`config.mk`:
```
export PLATFORM = sky130hd
export DESIGN_NAME = usb_in_ep_txfifo
export DESIGN_NICKNAME = d
export VERILOG_FILES = /design/src/rtl/usb_txfifo_pkg.sv /design/src/rtl/txfifo_store.sv /design/src/rtl/pkt_ready_ctl.sv /design/src/rtl/data_end_ctl.sv /design/src/rtl/usb_in_ep_txfifo.sv
export SDC_FILE = /design/constraint.sdc
export NUM_CORES = 1
export LEC_CHECK = 0
export ABC_AREA = 1
export BUFFER_PORTS_ARGS = -buffer_cell sky130_fd_sc_hd__buf_2
export CORE_ASPECT_RATIO = 1.75
export CORE_UTILIZATION = 54
export DETAILED_ROUTE_END_ITERATION = 6
export PLACE_DENSITY = 0.74
export SLEW_MARGIN = 20
export SYNTH_ARGS = -nofsm -noshare
export SYNTH_HDL_FRONTEND = slang
export SYNTH_SLANG_ARGS = --single-unit
```
`constraint.sdc`:
```
create_clock -name clk -period 2.53 [get_ports clk]
set_input_delay 0 -clock clk [delete_from_list [all_inputs] [get_ports clk]]
set_output_delay 0 -clock clk [all_outputs]
set_load 0.1 [all_outputs]
```
`src/rtl/usb_txfifo_pkg.sv`:
```
package usb_txfifo_pkg;

    typedef enum logic {
        EP_DATA    = 1'b0,
        EP_CONTROL = 1'b1
    } ep_kind_e;

    localparam int BYTE_W = 8;

    typedef logic [BYTE_W-1:0] byte_t;

    // one-cycle command set applied to the byte store
    typedef struct packed {
        logic flush;    // empty the store and reset the read position
        logic rewind;   // return the read position to the first byte
        logic advance;  // step to the next stored byte
        logic push;     // append a byte
    } fifo_op_t;

    function automatic int cnt_bits(input int depth);
        return $clog2(depth + 1);
    endfunction

    function automatic int idx_bits(input int depth);
        return (depth > 1) ? $clog2(depth) : 1;
    endfunction

endpackage

```
`src/rtl/txfifo_store.sv`:
```
module txfifo_store
    import usb_txfifo_pkg::*;
#(
    parameter int  DEPTH = 32,
    localparam int CNT_W = cnt_bits(DEPTH),
    localparam int IDX_W = idx_bits(DEPTH)
) (
    input  logic             clk,
    input  logic             rst,
    input  fifo_op_t         op,
    input  byte_t            wr_data,
    output logic [CNT_W-1:0] count,
    output byte_t            rd_data,
    output logic             full
);

    localparam logic [CNT_W-1:0] DEPTH_C = CNT_W'(DEPTH);

    byte_t            mem [DEPTH];
    logic [CNT_W-1:0] rd_pos;
    logic             push_ok;

    assign full    = (count == DEPTH_C);
    assign push_ok = op.push && !full && !op.flush;

    // packets always start at slot 0, so the byte count doubles as write index
    always_ff @(posedge clk) begin
        if (rst) begin
            count  <= '0;
            rd_pos <= '0;
        end else if (op.flush) begin
            count  <= '0;
            rd_pos <= '0;
        end else begin
            if (push_ok) begin
                count <= count + CNT_W'(1);
            end
            if (op.rewind) begin
                rd_pos <= '0;
            end else if (op.advance && (rd_pos < count)) begin
                rd_pos <= rd_pos + CNT_W'(1);
            end
        end
    end

    always_ff @(posedge clk) begin
        if (rst) begin
            for (int i = 0; i < DEPTH; i++) begin
                mem[i] <= '0;
            end
        end else if (push_ok) begin
            mem[count[IDX_W-1:0]] <= wr_data;
        end
    end

    always_comb begin
        if (rd_pos < DEPTH_C) begin
            rd_data = mem[rd_pos[IDX_W-1:0]];
        end else begin
            rd_data = '0;
        end
    end

    AST_CNT_BOUND: assert property (@(posedge clk) disable iff (rst)
        count <= DEPTH_C);
    AST_FULL_HOLDS: assert property (@(posedge clk) disable iff (rst)
        full && !op.flush |=> full);
    AST_REWIND_FIRST: assert property (@(posedge clk) disable iff (rst)
        op.rewind && !op.flush && !push_ok |=> rd_data == mem[0]);

endmodule

```
`src/rtl/pkt_ready_ctl.sv`:
```
module pkt_ready_ctl (
    input  logic clk,
    input  logic rst,
    input  logic sw_set,
    input  logic auto_hit,
    input  logic sent,
    input  logic abort,
    output logic rdy
);

    // clearing events outrank setting events
    always_ff @(posedge clk) begin
        if (rst) begin
            rdy <= 1'b0;
        end else if (abort || sent) begin
            rdy <= 1'b0;
        end else if (sw_set || auto_hit) begin
            rdy <= 1'b1;
        end
    end

    AST_SENT_CLEARS: assert property (@(posedge clk) disable iff (rst)
        sent |=> !rdy);
    AST_SW_SETS: assert property (@(posedge clk) disable iff (rst)
        sw_set && !abort && !sent |=> rdy);

endmodule

```
`src/rtl/data_end_ctl.sv`:
```
module data_end_ctl (
    input  logic clk,
    input  logic rst,
    input  logic sw_set,
    input  logic status_done,
    output logic flag
);

    always_ff @(posedge clk) begin
        if (rst) begin
            flag <= 1'b0;
        end else if (status_done) begin
            flag <= 1'b0;
        end else if (sw_set) begin
            flag <= 1'b1;
        end
    end

    AST_STATUS_CLEARS: assert property (@(posedge clk) disable iff (rst)
        status_done |=> !flag);
    AST_DE_SETS: assert property (@(posedge clk) disable iff (rst)
        sw_set && !status_done |=> flag);

endmodule

```
`src/rtl/usb_in_ep_txfifo.sv`:
```
module usb_in_ep_txfifo
    import usb_txfifo_pkg::*;
#(
    parameter int       DEPTH   = 32,
    parameter ep_kind_e EP_KIND = EP_DATA,
    localparam int      CNT_W   = cnt_bits(DEPTH)
) (
    input  logic             clk,
    input  logic             rst,
    input  logic             cpu_wr_en,
    input  logic [7:0]       cpu_wr_data,
    input  logic             cpu_set_pkt_rdy,
    input  logic             cpu_set_data_end,
    input  logic             cfg_auto_set,
    input  logic [CNT_W-1:0] cfg_max_pkt,
    input  logic             sie_rd_en,
    input  logic             sie_tx_ok,
    input  logic             sie_tx_fail,
    input  logic             setup_end,
    input  logic             status_done,
    output logic             pkt_rdy,
    output logic             data_end,
    output logic [CNT_W-1:0] byte_cnt,
    output logic [7:0]       sie_rd_data
);

    fifo_op_t op;
    logic     full;
    logic     abort;
    logic     auto_hit;
    logic     sent;
    logic     accept;

    assign sent   = sie_tx_ok && pkt_rdy;
    assign accept = cpu_wr_en && !pkt_rdy && !full && !abort;

    always_comb begin
        op         = '0;
        op.flush   = abort || sent;
        op.rewind  = sie_tx_fail;
        op.advance = sie_rd_en && pkt_rdy;
        op.push    = cpu_wr_en && !pkt_rdy;
    end

    generate
        if (EP_KIND == EP_CONTROL) begin : g_ctrl
            logic unused_auto_cfg;
            assign unused_auto_cfg = ^{cfg_auto_set, cfg_max_pkt};
            assign abort    = setup_end;
            assign auto_hit = 1'b0;

            data_end_ctl u_data_end (
                .clk        (clk),
                .rst        (rst),
                .sw_set     (cpu_set_data_end),
                .status_done(status_done),
                .flag       (data_end)
            );

            AST_SETUP_FLUSH: assert property (@(posedge clk) disable iff (rst)
                setup_end |=> (byte_cnt == '0) && !pkt_rdy);
        end else begin : g_data
            logic unused_ctrl_in;
            assign unused_ctrl_in = ^{cpu_set_data_end, status_done, setup_end};
            assign abort    = 1'b0;
            assign auto_hit = cfg_auto_set && accept
                              && ((byte_cnt + CNT_W'(1)) == cfg_max_pkt);
            assign data_end = 1'b0;

            AST_AUTO_SET: assert property (@(posedge clk) disable iff (rst)
                cfg_auto_set && accept && (byte_cnt + CNT_W'(1) == cfg_max_pkt)
                |=> pkt_rdy);
            AST_SETUP_IGNORED: assert property (@(posedge clk) disable iff (rst)
                setup_end && pkt_rdy && !sie_tx_ok |=> $stable(byte_cnt));
        end
    endgenerate

    txfifo_store #(
        .DEPTH(DEPTH)
    ) u_store (
        .clk    (clk),
        .rst    (rst),
        .op     (op),
        .wr_data(cpu_wr_data),
        .count  (byte_cnt),
        .rd_data(sie_rd_data),
        .full   (full)
    );

    pkt_ready_ctl u_ready (
        .clk     (clk),
        .rst     (rst),
        .sw_set  (cpu_set_pkt_rdy),
        .auto_hit(auto_hit),
        .sent    (sent),
        .abort   (abort),
        .rdy     (pkt_rdy)
    );

    AST_HOLD_WHEN_RDY: assert property (@(posedge clk) disable iff (rst)
        pkt_rdy && !abort && !sie_tx_ok |=> $stable(byte_cnt));

endmodule

```
=== Word-level counts from Yosys, hierarchy flattened ===
Memory sizes are Yosys's and may differ from the RTL's. A register that Yosys moved wholly into a read port is not among the register bits.
Cells that the tools add are included.

* Bits in latches: 0
* Memories kept: 1
* Register bits: 13
* ROM bits: 0
* Bits in writable memories: 256
* Output and inout bits: 16
* Word-level logic and storage cells: 36

* Muxes and demuxes: 11
* Magnitude comparators: 2
* Reductions and logical operators: 15
* Multiply operators: 0
* Add/sub/neg operators: 2
* Eq/ne operators: 2
* Shift operators: 0
* Bitwise gates (word level): 0
* Divide/modulo/power cells: 0

{| class="wikitable"
|+ Memory list
! name !! words !! width !! read ports !! clocked after Yosys merged registers in !! wr ports !! line !! RTL
|-
| u_store.mem || 32 || 8 || 1 || 1 || 32 || txfifo_store.sv:19 || <nowiki>byte_t mem [DEPTH];</nowiki>
|}

{| class="wikitable"
|+ Operators with widths
! cell !! number
|-
| two-way mux 8 bit || 2
|-
| two-way mux 5 bit || 3
|-
| adder 6 x 1 -> 6 bit (second input constant) || 2
|-
| logical AND 1 bit || 8
|-
| OR reduction 8 bit || 1
|-
| == test 6 bit || 1
|-
| == test 6 bit (second input constant) || 1
|-
| < comparator 6 bit || 1
|-
| < comparator 6 bit (second input constant) || 1
|-
| two-way mux 1 bit || 6
|-
| logical NOT 1 bit || 3
|-
| OR reduction 3 bit || 1
|-
| OR reduction 2 bit || 1
|-
| logical OR 1 bit || 1
|}

=== Depth between registers and ports, before layout ===
Gate-level depths: netlist (run 1).

* Word-level depth: 9
* Gate-level depth with buffers: 11
* Mapped depth without buffers: 10

=== Modules after synthesis ===
Synthesis (run 1) repeated with hierarchy kept, for this count alone.

* Cell total of the unflattened synthesis: 1423
* Area total of the unflattened synthesis: 12967.4 um^2

{| class="wikitable"
|+ Modules (own cells, without submodules)
! module !! cells each !! area an instance (um^2) !! instances !! seq. area each (um^2)
|-
| txfifo_store || 1353 || 12647.1 || 1 || 8027.7
|-
| usb_in_ep_txfifo || 61 || 270.3 || 1 || 0.0
|-
| pkt_ready_ctl || 9 || 50.0 || 1 || 20.0
|}

=== Worst setup path before layout (run 1) ===
OpenSTA, ideal clock, no wires.

* Path type: reg2reg
* From: register u_store.count[0]
* To: memory u_store.mem[18][0] (netlist name), enable pin
* Arrival: 2.593 ns
* Stages on the path, launching flop included: 10
* Setup time: 0.329 ns
* Path buffers: 0
* Data required time: 2.201 ns
* Path slack: -0.392 ns
* Cell sequence: dfxtp_1 > inv_1 > ha_1 > nand4_1 > nand2_1 > inv_2 > nand2_2 > nor2_4 > nand2_2 > nand2_1

{| class="wikitable"
|+ RTL lines
! item !! line !! RTL
|-
| start: declaration || txfifo_store.sv:12 || <nowiki>output logic [CNT_W-1:0] count,</nowiki>
|-
| start signal: assignment || txfifo_store.sv:36 || <nowiki>count <= count + CNT_W'(1);</nowiki>
|-
| end: declaration || txfifo_store.sv:19 ||
|}

==> impl_metrics.ini, run 1 <==
[final_layout]
fillers = 1933
drive_gt1_frac = 0.1270
design_area_um2 = 14680
nets = 1488
area_growth_pct = 14.18
antenna_cells = 0
post-route-util = 0.6292
finalNonFillerCells = 1769

[routing]
drt_iter0_markers = 895
routed_wl_um = 32840
drt-pass1-iter-count = 6
routedWlPerCell_um = 18.56
drc = 0
ant_nets = 0
via_per_inst = 5.605
dr_total_vias = 9916

[setup_path]
path_cells = inv_4 -> buf_12 -> nand2_1 -> nand3_1 -> nand3_1 -> nand2_1 -> nand2_1 -> nand3_1 -> nand2_1 -> nor2_1 -> buf_12
r2r-end = u_store.mem[6][6]
path_class = register to primary output
worst_ep_required_time_ns = 2.53
crit_path_end_kind = primary output
crit_path_max_incr_delay_ns = 0.39
crit_slowest_cell = dfxtp_4
arrival_ns = 2.46
rr_worst_depth = 9
cpMostUsedCell = nand2_1
r2r-start = u_store.count[1]
crit_fanout = 30
worst_setup_path_start_kind = register
reg2reg_slack_ns = 0.21

[sta]
setup_viol = 0
fin_crit_sh = 0.9719
worst_slack_ns = 0.07105
finalCriticalPeriod_ns = 2.459
hold_viol = 0
rsz0062_at_grt = no
slew_headroom = 0.5254
tightest_slew_ns = 0.7065
tns_ns = 0
hold_ws_ns = 0.02238
fmax_mhz = 406.7
maxSlewViolCount = 0
skew_ns = 0.01716

[synthesis]
synthTopCellsByArea = edfxtp_1, nand2_1, nor2_1
syn-num-nets = 1436
ys_seq_area_frac = 0.6259
avgSynthCellArea_um2 = 9.184
synth_top_area_frac = 0.5979
netlist_instances = 1400
ys_warn_count = 0
synth_cell_types = 29
synth_top_cell_by_area = edfxtp_1
ys_ff_latch = 274
netlist_area_um2 = 12860

[run]
max_cap_violations = 0

[floorplanning]
rows = 74
core-area_um2 = 23330
die_h_um = 206.1
die_x_um = 118.6
ios = 41
dieArea_um2 = 24460
start_util = 0.5511

[placement]
placed_area_um2 = 13740
dp_hpwl_um = 20700
numPortBuffers = 36
dp_slack_ns = 0.2502
gp_congestion = 0.8806
dp.cells = 1719

[clocking]
cts_tree = done
cts_htree_levels = 1
cts.path.max_buffers = 3
cts.sinks = 274
cts_root_buf = clkbuf_16
clkTransAtPathRegs_ns = 0.07
clk_latency_ns = 0.53
cts_buffers = 24

[min_path]
holdCritStartpoint = sie_rd_en
hp-class = primary input to register
min_path_cells = 6

[run_status]
outcome = complete, no violations

[global_routing]
grt_max_degree = 70
antenna_found_initial = 0
grt_pass1_vias = 9562
track_usage = 0.2682
overflow = 0
grt_first_pass_wirelength_um = 49680

[pwr]
power.density_nw_per_um2 = 663.0
finalPower_mw = 9.732
peakVddDrop_mv = 0.4738
leakagePower_nw = 6.060
how the worst max path moves through the flow:
stage          slack, ns              from                  to  depth (start not counted)
6_report            0.07          register      sie_rd_data[4]                         11
4_1_cts             0.01          register      sie_rd_data[3]                          9
3_3_place_gp        0.32  u_store.count[1]   u_store.mem[2][6]                          9
3_5_place_dp        0.25  u_store.count[1]   u_store.mem[6][2]                          9
2_1_floorplan       0.05  u_store.count[0]  u_store.mem[16][0]                          9
5_1_grt             0.02          register      sie_rd_data[6]                         11
cells in the mapped netlist (all sizes together):
cell type	count
nor2	323
buf	27
xor2	3
o21ai	20
ha	11
inv	38
clkinv	1
or2	1
nand3b	1
clkbuf	58
nor3b	1
a21boi	1
xnor2	2
dfxtp	18
a21oi	16
conb	1
nand4	6
a31oi	4
nand2	406
edfxtp	256
nor3	6
nand3	200
registers in the layout (all words and copies together) (netlist names), named ones only:
name / flops
u_store.mem: 256
u_store.count: 6
u_store.rd_pos: 6
u_ready.rdy: 1
kinds of logic (layout without fill, tap and decap cells):
group | Yosys count | after routing | share of synthesized area
buf+inv | 124 | 189 | 0.03785
other cells | 1 | 1 | 0.0002917
fa+ha+maj | 11 | 11 | 0.01070
xor+xnor | 5 | 5 | 0.003407
flops | 274 | 274 | 0.6259
compound gates | 41 | 41 | 0.01654
simple gates | 944 | 944 | 0.3053
what timing repair did:
action                                  in CTS  in global routing
gates cloned                                 0                  2
pin swaps                                    0                  0
endpoints found under the setup margin       8                  8
gates resized for setup                      4                  7
hold endpoints to repair                    18                  0
buffers inserted                             1                  2
hold buffers                                 6                  0
where the power goes:
| group | total (mW) | switching [mW] | internal [mW] |
|---|---|---|---|
| sequential | 5.17 | 0.0627 | 5.11 |
| clock | 3.68 | 1.57 | 2.11 |
| combinational | 0.880 | 0.653 | 0.227 |
layout make-up:
| type | instances | area (µm²) | share of cell area |
|---|---|---|---|
| multi-input cells | 1002 | 4335 | 0.2953 |
| clock inverters | 8 | 125.1 | 0.008523 |
| inverters | 39 | 148.9 | 0.01014 |
| flip-flops and latches | 274 | 8060 | 0.5491 |
| clock buffers | 31 | 648.1 | 0.04415 |
| well taps | 304 | 380.4 | 0.02591 |
| repair buffers | 111 | 982.2 | 0.06691 |
worst max-delay path, delay by kind of cell (launching register included):
kind / cells / cell delay (ns)
flops: 1 / 0.39
simple gates: 8 / 0.93
buf+inv: 3 / 0.58
placed cells by master (no fill, tap or decap), drive strengths merged:
master / n
xnor2: 2
a21oi: 16
nor2: 323
nand3b: 1
or2: 1
dlygate4sd3: 6
nand2: 406
dfxtp: 18
edfxtp: 256
inv: 39
buf: 103
ha: 11
nor3b: 1
conb: 1
xor2: 3
clkbuf: 33
clkinvlp: 2
nor3: 6
bufinv: 3
nand3: 200
a21boi: 1
nand4: 6
clkinv: 3
a31oi: 4
o21ai: 20
layer usage:
metal | share of wire | up-vias | routed length, µm | global-route usage
li1 | - | 4737 | - | -
met1 | 0.35 | 4598 | 11500 | 0.2930
met2 | 0.52 | 460 | 17200 | 0.4964
met3 | 0.063 | 121 | 2066 | 0.02263
met4 | 0.063 | 0 | 2073 | 0.1745
met5 | 0 | - | 0 | 0
No activity file was read; power rests on OpenSTA's default activity.
==> run 2: changes to the inputs <==
--- a/config.mk
+++ b/config.mk
@@ -5,7 +5,6 @@
 export SDC_FILE = /design/constraint.sdc
 export NUM_CORES = 1
 export LEC_CHECK = 0
-export ABC_AREA = 1
 export BUFFER_PORTS_ARGS = -buffer_cell sky130_fd_sc_hd__buf_2
 export CORE_ASPECT_RATIO = 1.75
 export CORE_UTILIZATION = 54
==> run 2 against run 1 <==
Fmax is 9.8% lower. First-iteration DRC count is 41% lower. Global-route usage is 1.5 points lower. Register-to-register slack worse by 0.05 ns. Highest routed layer unchanged. Worst hold slack better by 0.083 ns. Clock power is 6.0% higher. The flow now finishes with violations (setup timing). Clock skew is 0.0084 ns higher. Flip-flop and latch count stayed put. Power is 0.65% lower. Cell count is 29% lower. Critical path depth is 5 lower.
==> impl_metrics.ini, run 2 <==
[final_layout]
post-route-util = 0.6333
largest_reg_flops = 256
regMostFlops = u_store.mem
drive_gt1_frac = 0.2791
antenna_cells = 0
area_growth_pct = 14.92
design_area_um2 = 14780
mostFrequentLayoutCells = and2_1, edfxtp_1, mux4_2, buf_4, nor2_1
nets = 968
reg_top3 = u_store.mem: 256 flops, u_store.count: 6 flops, u_store.rd_pos: 6 flops

[floorplanning]
die_x_um = 118.7
ios = 41
die_h_um = 206.1
start_util = 0.5511
dieArea_um2 = 24460
rows = 74
core-area_um2 = 23330

[setup_path]
crit_path_max_incr_delay_ns = 0.54
crit_path_end_kind = primary output
rr_worst_depth = 8
worst_setup_path_start_kind = register
r2r-end = u_ready.rdy
crit_family = multiplexers
crit_fanout = 8
path_cells = buf_12 -> mux4_2 -> mux4_2 -> nor2b_4 -> a2111oi_2 -> clkbuf_8
path_class = register to primary output
worst_ep_required_time_ns = 2.53
crit_buf_inv = 2
arrival_ns = 2.73
reg2reg_slack_ns = 0.16
r2r-start = u_store.count[0]
crit_slowest_cell = mux4_2
cpMostUsedCell = mux4_2

[synthesis]
netlist_area_um2 = 12860
avgSynthCellArea_um2 = 14.90
synth_top_cell_by_area = edfxtp_1
syn-num-nets = 899
ys_warn_count = 0
synth_edf_count = 256
synth_cell_types = 43
synthArstFlopShare = 0
ys_seq_area_frac = 0.6259
netlist_instances = 863
ys_top_cells_by_count = and2_1, edfxtp_1, mux4_2
synthTopCellsByArea = edfxtp_1, and2_1, mux4_2
ys_ff_latch = 274
synth_flop_cell = edfxtp_1
synth_top_area_frac = 0.5978

[sta]
hold_ws_ns = 0.1052
skew_ns = 0.02560
fmax_mhz = 366.9
finalCriticalPeriod_ns = 2.726
worst_slack_ns = -0.1956
maxSlewViolCount = 0
hold_viol = 0
setup_viol = 8
tightest_slew_ns = 0.7062
rsz0062_at_grt = yes
fin_crit_sh = 1.077
slew_headroom = 0.5287
tns_ns = -1.265

[routing]
via_per_inst = 5.732
ant_nets = 0
routed_wl_um = 29550
drt_iter0_markers = 525
drc = 0
dr_total_vias = 7165
drt-pass1-iter-count = 5
routedWlPerCell_um = 23.64

[global_routing]
track_usage = 0.2529
grt_max_degree = 33
grt_first_pass_wirelength_um = 44620
antenna_found_initial = 0
overflow = 0
grt_pass1_vias = 7388

[pwr]
power.density_nw_per_um2 = 654.4
peakVddDrop_mv = 0.4486
comb_power_share = 0.063
leakagePower_nw = 5.348
swShare = 0.2168
p_switching_mw = 2.096
p_clk_frac = 0.404
p_seq_frac = 0.533
internal_power_mw = 7.573

[clocking]
clkTransAtPathRegs_ns = 0.07
cts_tree = done
cts_buffers = 23
clk_latency_ns = 0.54
cts_htree_levels = 1
cts_root_buf = clkbuf_16
cts.path.max_buffers = 3
cts.sinks = 274

[min_path]
hold_end = u_store.rd_pos[0]
min_path_cells = 6
holdCritStartpoint = sie_rd_en
hp-class = primary input to register

[placement]
placed_area_um2 = 13730
gp_congestion = 0.8721
numPortBuffers = 36
dp_hpwl_um = 20890

[run]
max_cap_violations = 0

[run_status]
outcome = complete, but fails checks
violations = setup timing
[run 2: power groups by stage]
| stage | Sequential [mW] | Clock (mW) | Combinational (mW) |
|---|---|---|---|
| finish | 5.16 | 3.90 | 0.611 |
| CTS | 5.16 | 3.93 | 0.613 |
| global placement | 5.25 | 0 | 0.574 |
| global route | 5.16 | 4.09 | 0.641 |
| detailed placement | 5.26 | 0 | 0.581 |
| floorplan | 5.24 | 0 | 0.383 |
[run 2: routing by layer]
layer	global-route usage	vias up	share of wire
li1	-	3283	-
met1	0.2828	3589	0.36
met2	0.4825	232	0.55
met3	0.02566	61	0.041
met4	0.1126	0	0.044
met5	0	-	0
[run 2: cells by family after synthesis]
kind of cell / Yosys count / synth area share
simple gates: 388 / 0.1765
flops: 274 / 0.6259
mux: 81 / 0.1354
buf+inv: 60 / 0.02345
compound gates: 34 / 0.01820
xor+xnor: 14 / 0.009536
fa+ha+maj: 11 / 0.01070
other cells: 1 / 0.0002916
[run 2: worst reg2reg max path, stage by stage (launching register included)]
cell,delay (ns)
dfxtp_2,0.42
inv_1,0.12
ha_1,0.34
xor2_1,0.18
nor3_2,0.18
nand3_1,0.09
or3_1,0.34
o22ai_1,0.10
dlygate4sd3_1,0.55
[run 2: what timing repair did]
action                                 4_1_cts  5_1_grt
hold buffers                                 5        0
gates cloned                                 0        0
pin swaps                                    5        2
resized for setup                           43       12
setup endpoints to repair                    8       11
endpoints found under the hold margin       17        0
buffers inserted                             4        0
[run 2: stage by stage]
step	std cells	setup WS (ns)	power, mW
after floorplan	863	-0.5878	5.627
after global placement	1202	0.06178	5.824
after detailed placement	1202	0.04079	5.837
after CTS	1250	-0.2224	9.695
after global routing	1250	-0.2374	9.895
final	1250	-0.1956	9.669
[run 2: worst max path at each step]
| stage | start | endpoint | slack, ns | cells after the start |
|---|---|---|---|---|
| final | register | sie_rd_data[3] | -0.20 | 6 |
| after global routing | register | sie_rd_data[3] | -0.24 | 6 |
| after CTS | register | sie_rd_data[3] | -0.22 | 6 |
| after detailed placement | register | sie_rd_data[5] | 0.04 | 6 |
| after global placement | register | sie_rd_data[1] | 0.06 | 6 |
| after floorplan | register | sie_rd_data[3] | -0.59 | 6 |
[run 2: layout make-up]
class | count | area, µm²
Fill cell | 1701 | 8556
Sequential cell | 274 | 8063
Multi-Input combinational cell | 529 | 4710
Timing Repair Buffer | 96 | 773.2
Clock buffer | 23 | 575.6
Tap cell | 304 | 380.4
Clock inverter | 16 | 245.2
Inverter | 8 | 30.03
==> run 3: changes to the inputs <==
==> constraint.sdc (replaced) <==
create_clock -name clk -period 2.57 [get_ports clk]
set_input_delay 0.257 -clock clk [delete_from_list [all_inputs] [get_ports clk]]
set_output_delay 0.257 -clock clk [all_outputs]
set_load 0.1 [all_outputs]
==> run 3 against run 2 <==
The run still ends with setup timing left. Combinational power decreased by 3%. Core utilization decreased by 0.54 points. Non-clock buffer count increased by 1. Sequential power decreased by 2%. Cell count increased by 0.24%. Die area unchanged. Critical path depth unchanged. Clock power decreased by 9.2%. Critical path type unchanged. Critical endpoint is now sie_rd_data[2]. Largest cell class unchanged.
==> impl_metrics.ini, run 3 (synthesized netlist as in run 2, its figures left out) <==
[setup_path]
arrival_ns = 2.73
worst_ep_required_time_ns = 2.31
crit_fanout = 8
path_cells = buf_12 -> mux4_2 -> mux4_2 -> nor2b_2 -> a2111oi_4 -> buf_6
crit_path_end_kind = primary output
cpMostUsedCell = mux4_2
crit_buf_inv = 2
crit_family = multiplexers
r2r-start = u_store.count[4]
rr_worst_depth = 7
reg2reg_slack_ns = 0.26
crit_slowest_cell = mux4_2
r2r-end = u_store.rd_pos[4]
path_class = register to primary output
worst_setup_path_start_kind = register
crit_path_max_incr_delay_ns = 0.57

[floorplanning]
die_x_um = 118.7
rows = 74
dieArea_um2 = 24460
core-area_um2 = 23330
die_h_um = 206.1
ios = 41
start_util = 0.5511

[min_path]
hp-class = primary input to register
hold_end = u_ready.rdy
min_path_cells = 3
holdCritStartpoint = cpu_set_pkt_rdy

[sta]
skew_ns = 0.005899
tightest_slew_ns = 0.6589
rsz0062_at_grt = yes
setup_viol = 8
fmax_mhz = 335.0
finalCriticalPeriod_ns = 2.985
slew_headroom = 0.5578
worst_slack_ns = -0.4154
hold_viol = 0
fin_crit_sh = 1.162
maxSlewViolCount = 0
tns_ns = -3.101

[clocking]
cts.sinks = 274
cts_buffers = 23
cts_root_buf = clkbuf_16
cts.path.max_buffers = 3
clkTransAtPathRegs_ns = 0.06
cts_tree = done
cts_htree_levels = 1
clk_latency_ns = 0.52

[final_layout]
finalNonFillerCells = 1253
nets = 969
reg_top3 = u_store.mem: 256 flops, u_store.count: 6 flops, u_store.rd_pos: 6 flops
area_growth_pct = 13.93
largest_reg_flops = 256
antenna_cells = 0
design_area_um2 = 14650
drive_gt1_frac = 0.2634
mostFrequentLayoutCells = and2_1, edfxtp_1, mux4_2, buf_4, nor2_1
regMostFlops = u_store.mem

[routing]
drt-pass1-iter-count = 5
dr_total_vias = 7031
drc = 0
routedWlPerCell_um = 22.69
routed_wl_um = 28430
via_per_inst = 5.611
ant_nets = 0
drt_iter0_markers = 455

[placement]
dp.cells = 1208
placed_area_um2 = 13800
gp_congestion = 0.8385
numPortBuffers = 36
dp_hpwl_um = 20100

[global_routing]
grt_pass1_vias = 7264
grt_first_pass_wirelength_um = 43440
antenna_found_initial = 0
grt_max_degree = 36
track_usage = 0.2422
overflow = 0

[run_status]
violations = setup timing
outcome = complete, but fails checks

[pwr]
leakagePower_nw = 5.317
peakVddDrop_mv = 0.5240
power.density_nw_per_um2 = 627.9

[run]
max_cap_violations = 0
## run 3: worst max-delay path by stage
stage,start,to,cells after the start
5_1_grt,register,sie_rd_data[6],7
2_1_floorplan,register,sie_rd_data[3],6
6_report,register,sie_rd_data[2],6
3_3_place_gp,register,sie_rd_data[6],7
4_1_cts,register,sie_rd_data[5],7
3_5_place_dp,register,sie_rd_data[6],7
## run 3: where the power goes
| group | leakage, nW | internal, mW | switching [mW] |
|---|---|---|---|
| clock network | 0.361 | 2.02 | 1.53 |
| logic | 2.16 | 0.195 | 0.396 |
| registers | 2.80 | 5.01 | 0.0561 |
| total | 5.32 | 7.22 | 1.98 |
## run 3: repair_timing
| action | CTS | global route |
|---|---|---|
| setup buffers | 1 | 0 |
| setup endpoints to repair | 8 | 8 |
| pin swaps | 0 | 6 |
| cloned | 0 | 2 |
| hold buffers | 1 | 0 |
| endpoints found under the hold margin | 1 | 0 |
| gates resized for setup | 21 | 7 |
## run 3: layout make-up
cell class,count,area [µm²]
well taps,304,380.4
clock inverters,8,115.1
repair buffers,97,795.8
flip-flops and latches,274,8063
multi-input cells,529,4633
inverters,8,30.03
fillers,1750,8682
clock buffers,33,633.1
## run 3: tightest hold or removal path, stage by stage
cell and delay [ns]:
buf_2 0.08, nor2_1 0.03, o22ai_1 0.13
## run 3: metal layers
| layer | part of all wire | track usage |
|---|---|---|
| met1 | 0.36 | 0.2713 |
| met2 | 0.57 | 0.4731 |
| met3 | 0.039 | 0.02235 |
| met4 | 0.033 | 0.08680 |
| met5 | 0 | 0 |
## run 3: metrics by stage
step	utilization	setup WS [ns]	power (mW)	hold slack (ns)
after floorplan	-	-0.04940	5.540	0.4148
after global placement	0.5915	0.02755	5.724	0.4969
final	0.6279	-0.4154	9.199	0.01929
after global routing	0.6279	-0.4569	9.436	0.03143
after detailed placement	0.5915	-0.01757	5.741	0.5054
after CTS	0.6260	-0.4024	9.251	0.007921
